File: src/rtl/bcc_pkg.sv
// Package: shared acknowledge codes and port-width decode for the
// asynchronous bus cycle controller.
package bcc_pkg;

    typedef enum logic [1:0] {
        ACK_WAIT = 2'b00,
        ACK_P8   = 2'b01,
        ACK_P16  = 2'b10,
        ACK_P32  = 2'b11
    } ack_code_e;

    // Converts an acknowledge code to the port width in bytes.
    function automatic logic [2:0] port_bytes(input logic [1:0] code);
        case (ack_code_e'(code))
            ACK_P8:  return 3'd1;
            ACK_P16: return 3'd2;
            ACK_P32: return 3'd4;
            default: return 3'd0;
        endcase
    endfunction

endpackage

File: src/rtl/bcc_cycle_seq.sv
// Rising-edge half of the controller. It accepts requests while idle,
// holds the request fields, marks the phase that starts one clock into
// the cycle, and closes the cycle once the falling-edge half reports an
// acknowledge. Assumes ack_seen is a falling-edge register.
module bcc_cycle_seq #(
    parameter int ADDR_W = 32,
    parameter int DATA_W = 32
) (
    input  logic              clk,
    input  logic              rst_n,
    input  logic              req_valid,
    input  logic              req_write,
    input  logic [ADDR_W-1:0] req_addr,
    input  logic [1:0]        req_size,
    input  logic [DATA_W-1:0] req_wdata,
    input  logic              ack_seen,
    input  logic [1:0]        ack_code,
    output logic              active,
    output logic              phase1,
    output logic              write_q,
    output logic [ADDR_W-1:0] addr_q,
    output logic [1:0]        size_q,
    output logic [DATA_W-1:0] wdata_q,
    output logic              done,
    output logic [2:0]        done_bytes
);
    import bcc_pkg::*;

    // Cycle control: accept, advance to the second phase, close.
    always_ff @(posedge clk) begin
        if (!rst_n) begin
            active     <= 1'b0;
            phase1     <= 1'b0;
            done       <= 1'b0;
            done_bytes <= '0;
        end else begin
            done <= 1'b0;
            if (!active) begin
                phase1 <= 1'b0;
                if (req_valid) active <= 1'b1;
            end else if (ack_seen) begin
                active     <= 1'b0;
                phase1     <= 1'b0;
                done       <= 1'b1;
                done_bytes <= port_bytes(ack_code);
            end else begin
                phase1 <= 1'b1;
            end
        end
    end

    // Request field hold: loaded only when a request is accepted.
    always_ff @(posedge clk) begin
        if (!rst_n) begin
            write_q <= 1'b0;
            addr_q  <= '0;
            size_q  <= '0;
            wdata_q <= '0;
        end else if (!active && req_valid) begin
            write_q <= req_write;
            addr_q  <= req_addr;
            size_q  <= req_size;
            wdata_q <= req_wdata;
        end
    end

    p_done_one_clock_r9: assert property (@(posedge clk) disable iff (!rst_n)
        done |=> !done);
    p_done_width_r9: assert property (@(posedge clk) disable iff (!rst_n)
        done |-> ($countones(done_bytes) == 1));

endmodule

File: src/rtl/bcc_strobe_gen.sv
// Falling-edge half of the controller. It raises the address strobe half
// a clock into the cycle, delays the write data strobe by one clock, and
// samples the acknowledge from one clock after the address strobe. Read
// data is captured on the sampling edge that sees a nonzero code.
// Assumes active comes from a rising-edge register.
module bcc_strobe_gen #(
    parameter int DATA_W = 32
) (
    input  logic              clk,
    input  logic              rst_n,
    input  logic              active,
    input  logic              write_q,
    input  logic [1:0]        ack,
    input  logic [DATA_W-1:0] dbus_in,
    output logic              as_q,
    output logic              dsw_q,
    output logic              ack_seen,
    output logic [1:0]        ack_code,
    output logic [DATA_W-1:0] rdata_q
);
    logic sample_hit;
    assign sample_hit = active && as_q && !ack_seen && (ack != 2'b00);

    // Strobe phases and acknowledge sampling on the falling edge.
    always_ff @(negedge clk) begin
        if (!rst_n) begin
            as_q     <= 1'b0;
            dsw_q    <= 1'b0;
            ack_seen <= 1'b0;
            ack_code <= 2'b00;
        end else begin
            as_q     <= active;
            dsw_q    <= active && as_q;
            ack_seen <= sample_hit;
            if (sample_hit) ack_code <= ack;
        end
    end

    // Read data capture on the ending falling edge.
    always_ff @(negedge clk) begin
        if (!rst_n) rdata_q <= '0;
        else if (sample_hit && !write_q) rdata_q <= dbus_in;
    end

endmodule

File: src/rtl/async_bus_ctrl.sv
// Top of the asynchronous bus cycle controller. It combines the
// rising-edge sequencer and the falling-edge strobe generator; each
// strobe is gated with the rising-edge active flag so that it is
// released on the rising edge after an acknowledge. One transfer at a
// time; port sizing is left to the requester.
module async_bus_ctrl #(
    parameter int ADDR_W = 32,
    parameter int DATA_W = 32
) (
    input  logic              clk,
    input  logic              rst_n,
    input  logic              req_valid,
    input  logic              req_write,
    input  logic [ADDR_W-1:0] req_addr,
    input  logic [1:0]        req_size,
    input  logic [DATA_W-1:0] req_wdata,
    output logic              busy,
    output logic [ADDR_W-1:0] bus_addr,
    output logic [1:0]        bus_size,
    output logic              bus_write,
    output logic              addr_strobe,
    output logic              data_strobe,
    output logic              buf_en,
    output logic [DATA_W-1:0] dout,
    output logic              dout_en,
    input  logic [DATA_W-1:0] dbus_in,
    input  logic [1:0]        ack,
    output logic              rsp_done,
    output logic [2:0]        rsp_port_bytes,
    output logic [DATA_W-1:0] rsp_rdata
);
    logic       active, phase1, write_q, as_q, dsw_q, ack_seen;
    logic [1:0] ack_code;

    bcc_cycle_seq #(.ADDR_W(ADDR_W), .DATA_W(DATA_W)) u_seq (
        .clk(clk), .rst_n(rst_n), .req_valid(req_valid),
        .req_write(req_write), .req_addr(req_addr), .req_size(req_size),
        .req_wdata(req_wdata), .ack_seen(ack_seen), .ack_code(ack_code),
        .active(active), .phase1(phase1), .write_q(write_q),
        .addr_q(bus_addr), .size_q(bus_size), .wdata_q(dout),
        .done(rsp_done), .done_bytes(rsp_port_bytes)
    );

    bcc_strobe_gen #(.DATA_W(DATA_W)) u_strb (
        .clk(clk), .rst_n(rst_n), .active(active), .write_q(write_q),
        .ack(ack), .dbus_in(dbus_in), .as_q(as_q), .dsw_q(dsw_q),
        .ack_seen(ack_seen), .ack_code(ack_code), .rdata_q(rsp_rdata)
    );

    // Output gating: falling-edge phases cut off by the rising-edge flag.
    always_comb begin
        busy        = active;
        bus_write   = write_q;
        addr_strobe = as_q && active;
        data_strobe = write_q ? (dsw_q && active) : addr_strobe;
        buf_en      = write_q ? addr_strobe : (phase1 && active);
        dout_en     = write_q && phase1 && active;
    end

    p_read_ds_with_as_r3: assert property (@(posedge clk) disable iff (!rst_n)
        (!bus_write && addr_strobe) |-> data_strobe);
    p_write_ds_late_r4: assert property (@(posedge clk) disable iff (!rst_n)
        (bus_write && data_strobe) |-> $past(addr_strobe));
    p_oe_inside_buf_r6: assert property (@(posedge clk) disable iff (!rst_n)
        dout_en |-> buf_en);
    p_addr_held_r2: assert property (@(posedge clk) disable iff (!rst_n)
        (busy && $past(busy)) |-> $stable(bus_addr));
    p_release_at_end_r8: assert property (@(posedge clk) disable iff (!rst_n)
        rsp_done |-> (!addr_strobe && !data_strobe && !buf_en && !dout_en && !busy));

endmodule

File: config.mk
export PLATFORM = sky130hd
export DESIGN_NAME = async_bus_ctrl
export DESIGN_NICKNAME = d
export VERILOG_FILES = /design/src/rtl/bcc_pkg.sv /design/src/rtl/bcc_cycle_seq.sv /design/src/rtl/bcc_strobe_gen.sv /design/src/rtl/async_bus_ctrl.sv
export SDC_FILE = /design/constraint.sdc
export NUM_CORES = 1
export LEC_CHECK = 0
export BUFFER_PORTS_ARGS = -buffer_cell sky130_fd_sc_hd__buf_4
export CORE_MARGIN = 3
export CORE_UTILIZATION = 40
export CTS_CLUSTER_DIAMETER = 150
export DETAILED_ROUTE_END_ITERATION = 12
export MAX_ROUTING_LAYER = met4
export PLACE_DENSITY = 0.83
export REMOVE_ABC_BUFFERS = 1
export SLEW_MARGIN = 20
export SYNTH_ARGS = -nofsm -noshare
export SYNTH_HDL_FRONTEND = slang
export SYNTH_SLANG_ARGS = --single-unit
File: constraint.sdc
create_clock -name clk -period 1.2 [get_ports clk]
set_input_delay 0.12 -clock clk [delete_from_list [all_inputs] [get_ports clk]]
set_output_delay 0.12 -clock clk [all_outputs]
set_load 0.005 [all_outputs]
# Yosys cells after proc, flatten, opt, wreduce, memory -nomap -nowiden

Cells that the tools add are included.
W data, S select, Z words.

Register bits after elaboration: 110
Output and inout bits: 108
Input bits: 104
Memories kept: 0
Memory bits (read-only): 0
Word-level logic and storage cells: 38
Latch bits: 0
Bits in writable memories: 0

$mul: 0
Mux-type cells: 7
Eq/ne operators: 3
Bitwise operators: 0
Div/mod/pow operators: 0
Reductions and logical operators: 15
Add/subtract/negate cells: 0
Magnitude comparators: 0
Shift operators: 0

Operator list:

| operator             | count |
|---|---|
| $logic_and A1 B1 Y1  | 9 |
| $pmux W3 S3          | 1 |
| $mux W1              | 6 |
| $eq A2 B2 Y1 const B | 2 |
| $reduce_and A2 Y1    | 2 |
| $logic_not A1 Y1     | 3 |
| $eq A2 B1 Y1 const B | 1 |
| $reduce_bool A2 Y1   | 1 |

# Logic depth before layout (Yosys ltp)

Depth after elaboration: 4
Depth in mapped cells: 6
Gate-level depth less buffers: 3

# Cells and area by module

A second synthesis with hierarchy kept.

Cells, all modules: 476
Area total of the unflattened synthesis: 4241.6 um^2

By module, submodules not included:

| module         | area each (um^2) | sequential area each (um^2) | cells an instance | times used |
|---|---|---|---|---|
| bcc_cycle_seq  | 2710.1           | 1461.4                      | 313               | 1 |
| bcc_strobe_gen | 1485.2           | 740.7                       | 157               | 1 |
| async_bus_ctrl | 46.3             | 0.0                         | 6                 | 1 |

==> results.toml <==
[yosys]
synth_xor_area_frac = 0
synth_compound_area_frac = 0.130
synthCells = 478
netlist_top_cells_count = "nand2_1, dfxtp_1, a21boi_0, mux2i_1, clkbuf_1"
synth_most_common_cell = "nand2_1"
ys_types = 24
muxShareOfSynthArea = 0.0806
synth_area_sq_um = 4220
synth_top_cell_area_share = 0.521
synth_area_per_cell_sq_um = 8.84
synthAdderAreaFrac = 0
async_flop_share = 0
synth-seq-area-share = 0.521
synth-simple-area-share = 0.213
synth_flop_cell = "dfxtp_1"
synth_edf_count = 0
ys_warn_count = 0
synth_area_leader_cell = "dfxtp_1"
synth_top_family_by_area = "simple AND/OR/NAND/NOR gates"
ys_top_cells_by_area = "dfxtp_1, nand2_1, a21boi_0"
ys_ff_latch = 110

[layout]
diodes = 0
final_area_sq_um = 8060
syn_to_final_growth_pct = 90.8
drive_gt1_frac = 0.478
final_cells = 960
final_nets = 926

[worst_setup_path]
path_cells = "nor2b_4, nor3b_4, buf_6, buf_12, buf_16, mux2i_1"
ff2ff_path_depth = 6
slowest_delay_ns = 0.35
critPathRequiredTime_ns = 0.94
crit_path_top_delay_cell = "dfxtp_2"
end_kind = "register"
startpoint = "u_seq.active"
r2r_slack_ns = -0.75
crit_type = "reg2reg"
cp_max_fo = 8
r2r-start = "u_seq.active"
critPathLaunchType = "register"
worstPathArrival_ns = 1.69

[clocking]
clkLatencyLatePin_ns = 0.45
clockBufferDepth = 2
cts-root-buf = "clkbuf_8"
cts.htree.levels = 3
clk_pin_slew_ns = 0.12
cts_tree = "yes"
cts_sinks = 110
cts-buffers-inserted = 9

[drt]
routed_wirelength_microns = 19800
routedWlPerCell_microns = 20.6
avgViaCountPerCell = 5.25
firstDrtPassIters = 5
final_antenna_net_count = 0
dr.first_iter.drc_count = 450
dr_total_vias = 5039
post-route-drc-count = 0

[sta]
rsz0062_at_grt = "true"
worst_pin_slew_ns = 0.421
finalSetupTns_ns = -56.13
relSlewSlack = 0.717
hold_viol = 0
finalMaxSlewViolations = 0
finalSetupViolations = 147
finClkSkew_ns = 0.0666
finalWorstSetupSlack_ns = -0.754

[worst_hold_path]
hold_path.class = "in2reg"
hold_start = "rst_n"
hold_depth = 3

[die]
num_rows = 36
die_height_microns = 109
fp.dieW_microns = 109
initial_utilization = 0.422
core_sq_um = 10000
io_pins = 212
dieArea_sq_um = 11800

[global_route]
grt_overflow = 0
grt_pass1_wl_microns = 27100
grt_pass1_vias = 5081
grt_max_degree = 44
grt_util_all_layers = 0.308
antenna_found_initial = 0

[placed_design]
dp_cells = 805
globalplace.congestion = 0.752
pre_cts_ws_ns = -0.695
dpl.hpwl_microns = 8420
placed_area_sq_um = 5970
io_buffers = 211

[run_status]
status = "complete, but fails checks"
failed_checks = "negative setup slack"

[power]
power_per_cell_area_nw_per_um2 = 1120
max-vdd-ir-drop_mv = 0.794
p_leak_nw = 3.70

[flow_run]
maxCapViolations = 0
==> metrics by stage <==
stage                     power [mW]  hold WS, ns  utilization
after floorplan                 4.49        0.238            -
after global placement          5.20        0.374        0.597
after detailed placement        5.24        0.390        0.597
after CTS                       8.82      0.00139        0.788
after global routing            9.40        0.165        0.806
final                           9.06        0.166        0.806
==> layout by cell type, fill, tap and decap left out, drive strengths merged, types with 4 or more instances in the layout <==
master	count
buf	265
nand2	204
dfxtp	110
a21boi	70
dlygate4sd3	67
inv	39
mux2i	34
clkbuf	11
nor2b	4
==> layout make-up <==
| cell class | count | area (sq um) |
|---|---|---|
| fill | 508 | 1940 |
| multi-input combinational | 331 | 2100 |
| tap | 133 | 166 |
| clock inverter | 43 | 253 |
| clock buffer | 10 | 128 |
| timing repair buffer | 333 | 3160 |
| sequential | 110 | 2250 |
==> critical path, delay by kind of cell, from the launching register on <==
| kind | cells | cell delay [ns] |
|---|---|---|
| flops | 1 | 0.35 |
| simple gates | 2 | 0.33 |
| mux | 1 | 0.22 |
| buf+inv | 3 | 0.40 |
==> cell families (layout without fill, tap and decap cells) <==
group / count (synthesis) / count (layout)
mux: 34 / 34
flops: 110 / 110
simple gates: 223 / 223
buf+inv: 37 / 386
compound gates: 74 / 74
==> state kept, by name, indices dropped and copies added (netlist names), 2 cells and up <==
| register | cells |
|---|---|
| u_strb.rdata_q | 32 |
| u_seq.done_bytes | 3 |
| u_seq.size_q | 2 |
| u_seq.addr_q | 32 |
| u_strb.ack_code | 2 |
| u_seq.wdata_q | 32 |
==> repair_timing <==
item                                   4_1_cts  5_1_grt
setup endpoints to repair                  147      148
endpoints found under the hold margin       66        1
setup buffers                               23        9
resized for setup                          184       83
hold buffers                                66        1
pin swaps                                   29       32
cloned                                      12        1
==> per-layer routing <==
layer  global-route usage  wire [microns]  vias up
met3               0.0787            1880       89
met2                0.554            9810      357
li1                     -               -     2230
met4                0.106             947        0
met5                    -               0        -
met1                0.328            7170     2363
==> worst paths after layout <==
kind,to
worst max-delay path,u_strb.rdata_q[10]
worst min register to register,u_seq.wdata_q[2]
worst min-delay path,u_seq.active
worst max register to register,u_strb.rdata_q[10]
==> power breakdown <==
part | switching [mW] | total (mW) | internal (mW) | leakage [nW]
combinational | 0.778 | 1.81 | 1.03 | 2.46
clock | 1.76 | 3.32 | 1.56 | 0.318
sequential | 0.113 | 3.93 | 3.82 | 0.916
(Power assumes the default switching activity.)
